## src/rtl/idxSeqPkg.sv

```systemverilog
package idxSeqPkg;
  localparam int ADDR_W = 16;
  localparam int DATA_W = 8;
  localparam int CYC_W  = 3;

  typedef enum logic [1:0] {ASEL_NONE, ASEL_PC, ASEL_DUMMY, ASEL_EA} addrSel_t;

  typedef struct packed {
    logic     loadStart;
    logic     pcInc;
    logic     latchLo;
    logic     latchHi;
    logic     latchData;
    logic     latchMod;
    logic     wrEn;
    addrSel_t addrSel;
  } dpCtl_t;
endpackage

```

## src/rtl/idxSeqCtrl.sv

```systemverilog
module idxSeqCtrl
  import idxSeqPkg::*;
(
  input  logic             clk,
  input  logic             rstN,
  input  logic             start,
  input  logic [1:0]       accClass,
  input  logic             pageCross,
  output dpCtl_t           ctl,
  output logic [CYC_W-1:0] cycleNum,
  output logic             done
);
  logic [CYC_W-1:0] cyc;
  logic [1:0]       clsReg;
  logic             doneQ;
  logic             lastCyc;
  logic             isWr, isRmw, isRd;

  assign isWr  = (clsReg == 2'd1);
  assign isRmw = (clsReg == 2'd2);
  assign isRd  = !isWr && !isRmw;

  always_comb begin
    ctl = '0;
    ctl.addrSel = ASEL_NONE;
    lastCyc = 1'b0;
    ctl.loadStart = (cyc == '0) && start;
    case (cyc)
      3'd1: begin ctl.addrSel = ASEL_PC; ctl.pcInc = 1'b1; end
      3'd2: begin ctl.addrSel = ASEL_PC; ctl.pcInc = 1'b1; ctl.latchLo = 1'b1; end
      3'd3: begin ctl.addrSel = ASEL_PC; ctl.latchHi = 1'b1; end
      3'd4: begin
        if (isRd && !pageCross) begin
          ctl.addrSel = ASEL_EA; ctl.latchData = 1'b1; lastCyc = 1'b1;
        end else begin
          ctl.addrSel = ASEL_DUMMY;
        end
      end
      3'd5: begin
        ctl.addrSel = ASEL_EA;
        if (isWr) begin ctl.wrEn = 1'b1; lastCyc = 1'b1; end
        else begin
          ctl.latchData = 1'b1;
          lastCyc = isRd;
        end
      end
      3'd6: begin ctl.addrSel = ASEL_EA; ctl.wrEn = 1'b1; ctl.latchMod = 1'b1; end
      3'd7: begin ctl.addrSel = ASEL_EA; ctl.wrEn = 1'b1; lastCyc = 1'b1; end
      default: ;
    endcase
  end

  always_ff @(posedge clk) begin
    if (!rstN) begin
      cyc    <= '0;
      clsReg <= 2'd0;
      doneQ  <= 1'b0;
    end else begin
      doneQ <= 1'b0;
      if (cyc == '0) begin
        if (start) begin
          cyc    <= 3'd1;
          clsReg <= accClass;
        end
      end else if (lastCyc) begin
        cyc   <= '0;
        doneQ <= 1'b1;
      end else begin
        cyc <= cyc + 3'd1;
      end
    end
  end

  assign cycleNum = cyc;
  assign done     = doneQ;
endmodule

```

## src/rtl/idxSeqDp.sv

```systemverilog
module idxSeqDp
  import idxSeqPkg::*;
(
  input  logic              clk,
  input  logic              rstN,
  input  dpCtl_t            ctl,
  input  logic [ADDR_W-1:0] basePc,
  input  logic [DATA_W-1:0] indexVal,
  input  logic [1:0]        modOp,
  input  logic [DATA_W-1:0] storeData,
  input  logic [DATA_W-1:0] rdData,
  output logic              pageCross,
  output logic [ADDR_W-1:0] addr,
  output logic              rwRead,
  output logic [DATA_W-1:0] wrData,
  output logic [DATA_W-1:0] resultData
);
  logic [ADDR_W-1:0] pcReg;
  logic [DATA_W-1:0] idxReg, loReg, hiReg, dataReg, modResult;
  logic [1:0]        opReg;
  logic [DATA_W:0]   lowSum;
  logic [ADDR_W-1:0] effAddr, dummyAddr;

  assign lowSum    = {1'b0, loReg} + {1'b0, idxReg};
  assign pageCross = lowSum[DATA_W];
  assign dummyAddr = {hiReg, lowSum[DATA_W-1:0]};
  assign effAddr   = {hiReg, loReg} + {{(ADDR_W-DATA_W){1'b0}}, idxReg};

  always_comb begin
    case (opReg)
      2'd0:    modResult = dataReg + 8'd1;
      2'd1:    modResult = dataReg - 8'd1;
      2'd2:    modResult = {dataReg[DATA_W-2:0], 1'b0};
      default: modResult = {1'b0, dataReg[DATA_W-1:1]};
    endcase
  end

  always_comb begin
    case (ctl.addrSel)
      ASEL_PC:    addr = pcReg;
      ASEL_DUMMY: addr = dummyAddr;
      ASEL_EA:    addr = effAddr;
      default:    addr = '0;
    endcase
  end

  always_ff @(posedge clk) begin
    if (!rstN) begin
      pcReg   <= '0;
      idxReg  <= '0;
      loReg   <= '0;
      hiReg   <= '0;
      dataReg <= '0;
      opReg   <= 2'd0;
    end else begin
      if (ctl.loadStart) begin
        pcReg   <= basePc;
        idxReg  <= indexVal;
        opReg   <= modOp;
        dataReg <= storeData;
      end
      if (ctl.pcInc)     pcReg   <= pcReg + 16'd1;
      if (ctl.latchLo)   loReg   <= rdData;
      if (ctl.latchHi)   hiReg   <= rdData;
      if (ctl.latchData) dataReg <= rdData;
      if (ctl.latchMod)  dataReg <= modResult;
    end
  end

  assign rwRead     = !ctl.wrEn;
  assign wrData     = dataReg;
  assign resultData = dataReg;
endmodule

```

## src/rtl/idxAddrSeq.sv

```systemverilog
module idxAddrSeq
  import idxSeqPkg::*;
(
  input  logic              clk,
  input  logic              rstN,
  input  logic              start,
  input  logic [1:0]        accClass,
  input  logic [ADDR_W-1:0] basePc,
  input  logic [DATA_W-1:0] indexVal,
  input  logic [1:0]        modOp,
  input  logic [DATA_W-1:0] storeData,
  input  logic [DATA_W-1:0] rdData,
  output logic [ADDR_W-1:0] addr,
  output logic              rwRead,
  output logic [DATA_W-1:0] wrData,
  output logic [CYC_W-1:0]  cycleNum,
  output logic              done,
  output logic [DATA_W-1:0] resultData
);
  dpCtl_t ctl;
  logic   pageCross;

  idxSeqCtrl u_ctrl (
    .clk(clk), .rstN(rstN), .start(start), .accClass(accClass),
    .pageCross(pageCross), .ctl(ctl), .cycleNum(cycleNum), .done(done)
  );

  idxSeqDp u_dp (
    .clk(clk), .rstN(rstN), .ctl(ctl), .basePc(basePc), .indexVal(indexVal),
    .modOp(modOp), .storeData(storeData), .rdData(rdData),
    .pageCross(pageCross), .addr(addr), .rwRead(rwRead), .wrData(wrData),
    .resultData(resultData)
  );
endmodule

```

## config.mk

```make
export PLATFORM = sky130hd
export DESIGN_NAME = idxAddrSeq
export DESIGN_NICKNAME = d
export VERILOG_FILES = /design/src/rtl/idxSeqPkg.sv /design/src/rtl/idxSeqCtrl.sv /design/src/rtl/idxSeqDp.sv /design/src/rtl/idxAddrSeq.sv
export SDC_FILE = /design/constraint.sdc
export NUM_CORES = 1
export LEC_CHECK = 0
export BUFFER_PORTS_ARGS = -buffer_cell sky130_fd_sc_hd__buf_2
export CAP_MARGIN = 10
export CORE_ASPECT_RATIO = 1.75
export CORE_MARGIN = 4
export CORE_UTILIZATION = 55
export CTS_CLUSTER_SIZE = 20
export DETAILED_ROUTE_END_ITERATION = 10
export GPL_TIMING_DRIVEN = 0
export PLACE_DENSITY = 0.81
export SLEW_MARGIN = 15
export SYNTH_ARGS = -nofsm -noshare
export SYNTH_HDL_FRONTEND = slang
export SYNTH_SLANG_ARGS = --single-unit
```

## constraint.sdc

```tcl
create_clock -name clk -period 7.1 [get_ports clk]
set_clock_uncertainty 0.15 [all_clocks]
set_input_delay 1.065 -clock clk [delete_from_list [all_inputs] [get_ports clk]]
set_output_delay 1.065 -clock clk [all_outputs]
set_load 0.02 [all_outputs]
```

# Word-level counts from Yosys, hierarchy flattened

Index checks and enable logic that the tools add are counted.

Flip-flop bits (word level): 56
Bits in latches: 0
Bits in writable memories: 0
Memory bits (read-only): 0
Input port bits: 47
Output and inout port bits: 37
Logic and storage cells: 72
Memories kept: 0

Add/sub/neg operators: 6
Multipliers: 0
Div/mod/pow operators: 0
$lt $le $gt $ge: 0
Eq/ne operators: 15
Shift operators: 0
Muxes and demuxes: 24
Bitwise operators: 1
Reductions and logical operators: 17

Operators by type and width:

| operator                                            | number |
|---|---|
| one-hot mux 16 bit (3 select lines)                 | 1 |
| two-way mux 16 bit                                  | 2 |
| two-way mux 8 bit                                   | 3 |
| one-hot mux 8 bit (3 select lines)                  | 1 |
| adder 16 x 1 -> 16 bit, second input constant       | 1 |
| adder 16 x 8 -> 16 bit                              | 1 |
| equality test 3 bit, second input constant          | 4 |
| two-way mux 1 bit                                   | 10 |
| adder 8 x 8 -> 9 bit                                | 1 |
| two-way mux 3 bit                                   | 3 |
| adder 8 x 1 -> 8 bit, second input constant         | 1 |
| equality test 2 bit, second input constant          | 4 |
| subtractor 8 x 1 -> 8 bit, second input constant    | 1 |
| equality test 2 x 1 -> 1 bit, second input constant | 3 |
| equality test 3 x 2 -> 1 bit, second input constant | 2 |
| one-hot mux 2 bit (3 select lines)                  | 1 |
| OR reduction 2 bit                                  | 3 |
| OR reduction 3 bit                                  | 2 |
| logical NOT 1 bit                                   | 4 |
| one-hot mux 1 bit (2 select lines)                  | 2 |
| adder 3 x 1 -> 3 bit, second input constant         | 1 |
| equality test 3 x 1 -> 1 bit, second input constant | 1 |
| logical AND 1 bit                                   | 3 |
| logical NOT 3 bit                                   | 1 |
| 7 further kinds                                     | 7 |

# Depth between registers and ports, before layout

Gate-level depths: netlist (run 1).

Word-level depth: 8
Depth in mapped cells: 10
Gate-level depth less buffers: 9

# Modules after synthesis

A second synthesis (run 1) with hierarchy kept.

Cells, all modules: 508
Area total of the unflattened synthesis: 4,097.7 um^2

Modules (own cells, without submodules):

| module     | instances | cells each | area each (um^2) | seq. area each (um^2) |
|---|---|---|---|---|
| idxSeqDp   | 1         | 453        | 3,636.0          | 1,001.0 |
| idxSeqCtrl | 1         | 55         | 461.7            | 120.1 |

# Worst setup path after synthesis (run 1)

Ideal clock, no wire load.

Kind: register to output
Start: register u_ctrl.cyc[0] (netlist: u_ctrl.cycleNum[0])
End: output port addr[9]
Arrival: 2.361 ns
Required time: 5.885 ns
Path slack: 3.524 ns
Stages on the path, launching flop included: 9
Path buffers: 2
Cell sequence: dfxtp_1 clkbuf_1 inv_1 ha_1 buf_2 o31ai_1 nor3b_1 a221o_1 a211o_1

Cells in the longest elaborated chain, start to end: 5
Elaborated cells on any way between the ends: 14
Classes of those cells: eq/ne: 10; mux: 2; reduce/logical: 2

RTL lines:

| item                                                                | line             | RTL |
|---|---|---|
| from (decl)                                                         | idxSeqCtrl.sv:13 | `logic [CYC_W-1:0] cyc;` |
| from (signal assigned)                                              | idxSeqCtrl.sv:69 | `cyc <= cyc + 3'd1;` |
| equality test 3 bit, or another cell as far along                   | idxSeqCtrl.sv:28 | `case (cyc)` |
| OR reduction 3 bit (no source line)                                 | n/a              |  |
| one-hot mux 2 bit (3 select lines) *                                | idxSeqCtrl.sv:28 |  |
| equality test 2 bit or equality test 2 x 1 -> 1 bit (tied branches) | idxSeqDp.sv:39   | `case (ctl.addrSel)` |
| one-hot mux 16 bit (3 select lines) *                               | idxSeqDp.sv:39   |  |
| to (decl)                                                           | idxAddrSeq.sv:13 | `output logic [ADDR_W-1:0] addr,` |

Mark *: on every way between the ends. The rest lies on a longest branch, timed or not.

# Final worst setup path (run 1)

Start: register u_ctrl.cyc[0] (netlist: u_ctrl.cycleNum[0])
End: output port addr[11]

Same word-level chain as after synthesis.

==> results of run 1 <==
## layout make-up
type                       count  area (um^2)
clock inverter                 3         26.3
fill                         619         2300
multi-input combinational    380         2480
sequential                    56         1120
timing repair buffer          83          415
buffer                        33          166
inverter                      17         63.8
tap                           84          105
clock buffer                   5          125
## routing by layer
metal,wire length (um),up-vias,track usage
li1,-,1935,-
met1,4150,1889,0.284
met2,6170,181,0.515
met3,624,55,0.0374
met4,704,0,0.178
met5,0,-,0
## sequential cells by signal (all words and copies together) (netlist names)
register,count
u_dp.idxReg,8
u_dp.loReg,8
u_dp.resultData,8
u_dp.opReg,2
u_ctrl.cycleNum,3
u_dp.hiReg,8
u_ctrl.done,1
u_dp.pcReg,16
u_ctrl.clsReg,2
## final timing paths
path                 startpoint                 end  cells past startpoint
min              u_dp.idxReg[7]      u_dp.idxReg[7]                      2
min reg2reg      u_dp.idxReg[7]      u_dp.idxReg[7]                      2
max reg2reg       u_dp.opReg[0]  u_dp.resultData[6]                      9
max          u_ctrl.cycleNum[0]            addr[11]                     10
## logic make-up (layout without fill, tap and decap cells)
family | Yosys count | after routing | synth area share
and+or+nand+nor | 175 | 175 | 0.210
AOI/OAI and AO/OA | 143 | 143 | 0.260
DFF | 56 | 56 | 0.292
buffers and inverters | 50 | 141 | 0.0600
adders and majority gates | 25 | 25 | 0.0855
muxes | 22 | 22 | 0.0581
xor gates and xnor gates | 15 | 15 | 0.0343
## power by group
part / switching, mW / total, mW / internal, mW / leakage, nW
sequential: 0.0750 / 0.452 / 0.377 / 0.457
clock: 0.128 / 0.263 / 0.134 / 0.0748
combinational: 0.388 / 0.619 / 0.230 / 1.38
## worst max-delay path: cells and delay by family, from the launching register on
kind	cells	cell delay, ns
buf+inv	5	1.32
fa+ha+maj	1	0.22
compound gates	1	0.60
mux	1	0.15
simple gates	2	0.20
flops	1	0.37
## layout by cell type, fill, tap and decap left out, types with 7 or more instances in the layout
cell and count:
a21oi_1 39, xnor2_1 8, buf_2 87, a211oi_1 8, o211ai_1 11, mux2i_1 20, nor2_1 46, a31oi_1 7
buf_4 8, nor3_1 10, ha_1 23, nand3_1 15, nand2_1 64, a221oi_1 8, inv_1 17, clkbuf_1 17
o21ai_0 27, xor2_1 7, dfxtp_1 56, and3_1 7
==> run_results.csv, run 1 <==
group,metric,value,unit
status,status,"completed",
placement,place_worst_setup_slack,3.07,ns
run,max-cap-violations,0,
timing,slew_headroom,0.492,
synth,synth_seq_area_share,0.292,
clock_network,cts_buffers,5,
timing,rsz0062_at_grt,"no",
clock_network,htreeDepth,2,
clock_network,ctsLongestPathBuffers,2,
pwr,power.density,296,nW/um^2
synth,synth_area_leader_cell,"dfxtp_1",
clock_network,post_cts_buffers,0,
layout,final_area,4510,um^2
global_routing,grt_usage,0.280,
route,vias,4060,
timing,final_hold_viol_count,0,
layout,layout-drive-gt1-share,0.198,
synth,yosysTopAreaCellShare,0.292,
clock_network,root_buffer,"clkbuf_16",
critical_path,critical_path_class,"flip-flop to output port",
floorplanning,start_util,0.563,
timing,fin_crit_sh,0.616,
floorplanning,die_area,8420,um^2
global_routing,grt_pass1_vias,4057,
critical_path,slowest_delay,0.60,ns
timing,worstMarginPinSlew,0.762,ns
clock_network,holdBufCountCts,0,
pwr,vdd_drop_max,162,uV
route,viasPerCell,6.14,
synth,synthCells,486,
floorplanning,num_rows,40,
synth,synth_common_cells,"64 x nand2_1, 56 x dfxtp_1, 46 x nor2_1",
synth,synth_cell_types,62,
global_routing,overflow,0,
timing,timing.hold.ws,0.320,ns
pwr,total_leakage_power,1.91,nW
placement,place_area,4360,um^2
critical_path,crit_slowest_cell,"o31ai_1",
synth,ys_warn_count,0,
route,dr.pass1.iters,7,
layout,final_cells,661,
global_routing,grt_max_degree,20,
route,dr.first_iter.drc_count,251,
min_path,hp-class,"flip-flop to flip-flop",
timing,setup_violations,0,
placement,hpwl,9210,um
floorplanning,die_w,71.1,um
critical_path,ff2ff_setup_slack,3.58,ns
clock_network,clk_latency,0.30,ns
layout,diodes,0,
critical_path,path_cells,"clkbuf_1, inv_1, ha_1, buf_2, o31ai_1, clkbuf_1, nor2_1, mux2i_1, nand3_1, buf_2",
placement,gp_congestion,0.980,
timing,fmax,0.229,GHz
timing,layout_min_cycle_time,4.38,ns
clock_network,clock_sinks,56,
floorplanning,io_pins,84,
route,ant_nets,0,
floorplanning,die_h,118,um
critical_path,crit_required,5.88,ns
critical_path,crit_arrival,3.16,ns
route,wl_per_cell,17.6,um
route,drc,0,
critical_path,cp_max_fo,10,
timing,slew_violations,0,
clock_network,clk_pin_slew_worst_paths,0.08,ns
placement,port_buffers,83,
critical_path,worstSetupEndpointType,"output port",
floorplanning,core-area,6810,um^2
synth,syn_area,3830,um^2
synth,synthFlopType,"dfxtp_1",
synth,synth.avg_cell_area,7.89,um^2
layout,final_core_util,0.662,
critical_path,start_kind,"flip-flop",
pwr,power.total,1.33,mW
synth,synth_seq_cells,56,
route,wl,11600,um
synth,synth_nets,558,
global_routing,antenna_found_initial,0,
clock_network,post_cts_resized,0,
timing,fin_tns_setup,0,ns
synth,ys_async_sr_fraction,0,
synth,synth_area_leaders,"dfxtp_1 29%, ha_1 7.5%, nand2_1 6.3%, mux2i_1 5.2%, a21oi_1 5.1%",
synth,synth_edf_count,0,
synth,synth.most_common_cell,"nand2_1",
timing,fin_ws,2.72,ns
layout,area_delta_synth_final,17.5,%
layout,fin_nets,648,
placement,dp.cells,653,
clock_network,cts_tree,"yes",
global_routing,grt_first_pass_wirelength,19000,um
Power figures use the tool's default switching activity.
==> run 2, diff against run 1 <==
Settings changed: ABC_AREA set to 1, PLACE_DENSITY 0.81 to 0.8.
Clock period 7.1 ns to 4.03 ns, I/O delays scaled along.
==> run_results.csv, run 2 <==
group,metric,value,unit
clock_network,post_cts_buffers,0,
clock_network,root_buffer,"clkbuf_16",
floorplanning,die_h,122,um
clock_network,holdBufCountCts,0,
global_routing,overflow,0,
route,drc,0,
layout,seq_area,1120,um^2
placement,place_worst_setup_slack,1.07,ns
synth,synth_cell_types,44,
timing,fmax,0.305,GHz
route,ant_nets,0,
global_routing,grt_first_pass_wirelength,21000,um
timing,final_hold_viol_count,0,
global_routing,grt_usage,0.302,
pwr,vdd_drop_max,265,uV
pwr,total_leakage_power,2.48,nW
timing,layout_min_cycle_time,3.28,ns
layout,largest-register,"u_dp.pcReg",
critical_path,crit_arrival,2.53,ns
route,dr.first_iter.drc_count,269,
pwr,power.density,355,nW/um^2
layout,final_cell_mix,"189 x nand2_1, 85 x buf_2, 73 x inv_1, 71 x nor2_1, 62 x nand3_1",
floorplanning,core-area,7230,um^2
status,status,"completed",
pwr,power.total,1.70,mW
synth,ys_warn_count,0,
critical_path,crit_required,3.28,ns
synth,synthCells,660,
clock_network,clk_latency,0.30,ns
timing,worstMarginPinSlew,0.764,ns
timing,fin_tns_setup,0,ns
synth,synth_area_leaders,"dfxtp_1 27%, nand2_1 17%, nand3_1 7.5%, ha_1 7.0%, inv_1 6.7%",
min_path,hp-class,"flip-flop to flip-flop",
critical_path,worstSetupEndpointType,"output port",
clock_network,ctsLongestPathBuffers,2,
clock_network,cts_tree,"yes",
global_routing,antenna_found_initial,0,
layout,final_area,4790,um^2
placement,gp_congestion,0.999,
layout,multiInputGateArea,2560,um^2
layout,area_delta_synth_final,16.3,%
clock_network,clock_sinks,56,
clock_network,htreeDepth,2,
synth,synth.most_common_cell,"nand2_1",
layout,fin_nets,822,
route,dr.pass1.iters,5,
floorplanning,num_rows,41,
global_routing,grt_pass1_vias,4614,
critical_path,cp_max_fo,4,
synth,synth.avg_cell_area,6.24,um^2
layout,nFillCells,723,
synth,synth_common_cells,"189 x nand2_1, 73 x inv_1, 71 x nor2_1",
timing,fin_crit_sh,0.814,
critical_path,critical_path_class,"flip-flop to output port",
route,wl_per_cell,15.9,um
synth,synth_edf_count,0,
synth,synth_seq_cells,56,
clock_network,cts_buffers,5,
synth,syn_area,4120,um^2
synth,synth_seq_area_share,0.272,
placement,port_buffers,83,
timing,rsz0062_at_grt,"no",
placement,place_area,4640,um^2
critical_path,start_kind,"flip-flop",
layout,largest_reg_flops,16,
clock_network,clk_pin_slew_worst_paths,0.07,ns
synth,synth_nets,732,
layout,final_core_util,0.663,
timing,slew_violations,0,
timing,fin_ws,0.750,ns
layout,final_common_cell,"nand2_1",
synth,ys_async_sr_fraction,0,
floorplanning,die_w,73.4,um
floorplanning,die_area,8990,um^2
run,max-cap-violations,0,
layout,diodes,0,
clock_network,post_cts_resized,0,
synth,synthFlopType,"dfxtp_1",
route,vias,4747,
synth,synth_area_leader_cell,"dfxtp_1",
route,wl,13300,um
floorplanning,start_util,0.570,
floorplanning,io_pins,84,
route,viasPerCell,5.67,
timing,setup_violations,0,
placement,hpwl,10800,um
layout,layout-drive-gt1-share,0.177,
synth,yosysTopAreaCellShare,0.272,
timing,slew_headroom,0.491,
global_routing,grt_max_degree,17,
[run 2: cell types whose count changed after synthesis, moves of 10 or more]
cell / change
clkbuf_1: -11
nand2_1: +125
mux2i_1: -20
nor2_1: +25
o21ai_1: +10
nand3_1: +47
inv_1: +56
o21ai_0: +13
[run 2: final cells by class]
cell class / count / share of cell area
Sequential cell: 56 / 0.234
Tap cell: 86 / 0.0224
Inverter: 84 / 0.0658
Clock buffer: 7 / 0.0298
Buffer: 20 / 0.0256
Timing Repair Buffer: 83 / 0.0867
Clock inverter: 1 / 0.00157
Multi-Input combinational cell: 500 / 0.534
[run 2: through the flow]
| stage | hold slack, ns | instances |
|---|---|---|
| finish | 0.341 | 837 |
| global route | 0.378 | 837 |
| CTS | 0.344 | 837 |
| detailed placement | 0.334 | 829 |
| global placement | 0.321 | 829 |
| floorplan | 0.301 | 660 |
[run 2: cell families after synthesis]
kind of cell | share of synthesized area
AND/OR/NAND/NOR | 0.381
XOR/XNOR | 0.0149
AO/OA/AOI/OAI | 0.146
flip-flops | 0.272
buffers and inverters | 0.106
adder cells (fa/ha/maj) | 0.0796
[run 2: metal layers]
layer  vias to the layer above  wire length (um)  GRT usage
met3                        61               754     0.0393
met2                       206              7120      0.576
met5                         -                 0          0
met1                      2160              4570      0.286
li1                       2320                 -          -
met4                         0               869      0.204
[run 2: critical path, stage by stage, from the launching register on]
cell and delay (ns):
dfxtp_1 0.36, ha_1 0.18, inv_1 0.05, fa_1 0.39, inv_1 0.07, nand3_1 0.07
nand2_2 0.12, nand2_1 0.09, nand2_1 0.09, nand3_1 0.11, nor2_1 0.21, nand2_1 0.08
nand2_1 0.06, nand3_1 0.07, o21ai_1 0.08, buf_2 0.18
[run 2: path summary, 6_finish.rpt]
path	endpoint	startpoint	slack, ns	depth (start not counted)
max reg2reg	u_dp.resultData[7]	u_dp.opReg[1]	1.44	17
min	u_ctrl.clsReg[1]	u_ctrl.clsReg[1]	0.34	2
max	addr[14]	u_dp.loReg[0]	0.75	15
min reg2reg	u_ctrl.clsReg[1]	u_ctrl.clsReg[1]	0.34	2
[run 2: where the power goes]
group	internal [mW]	switching, mW
registers	0.614	0.0697
logic	0.194	0.364
clock network	0.249	0.211
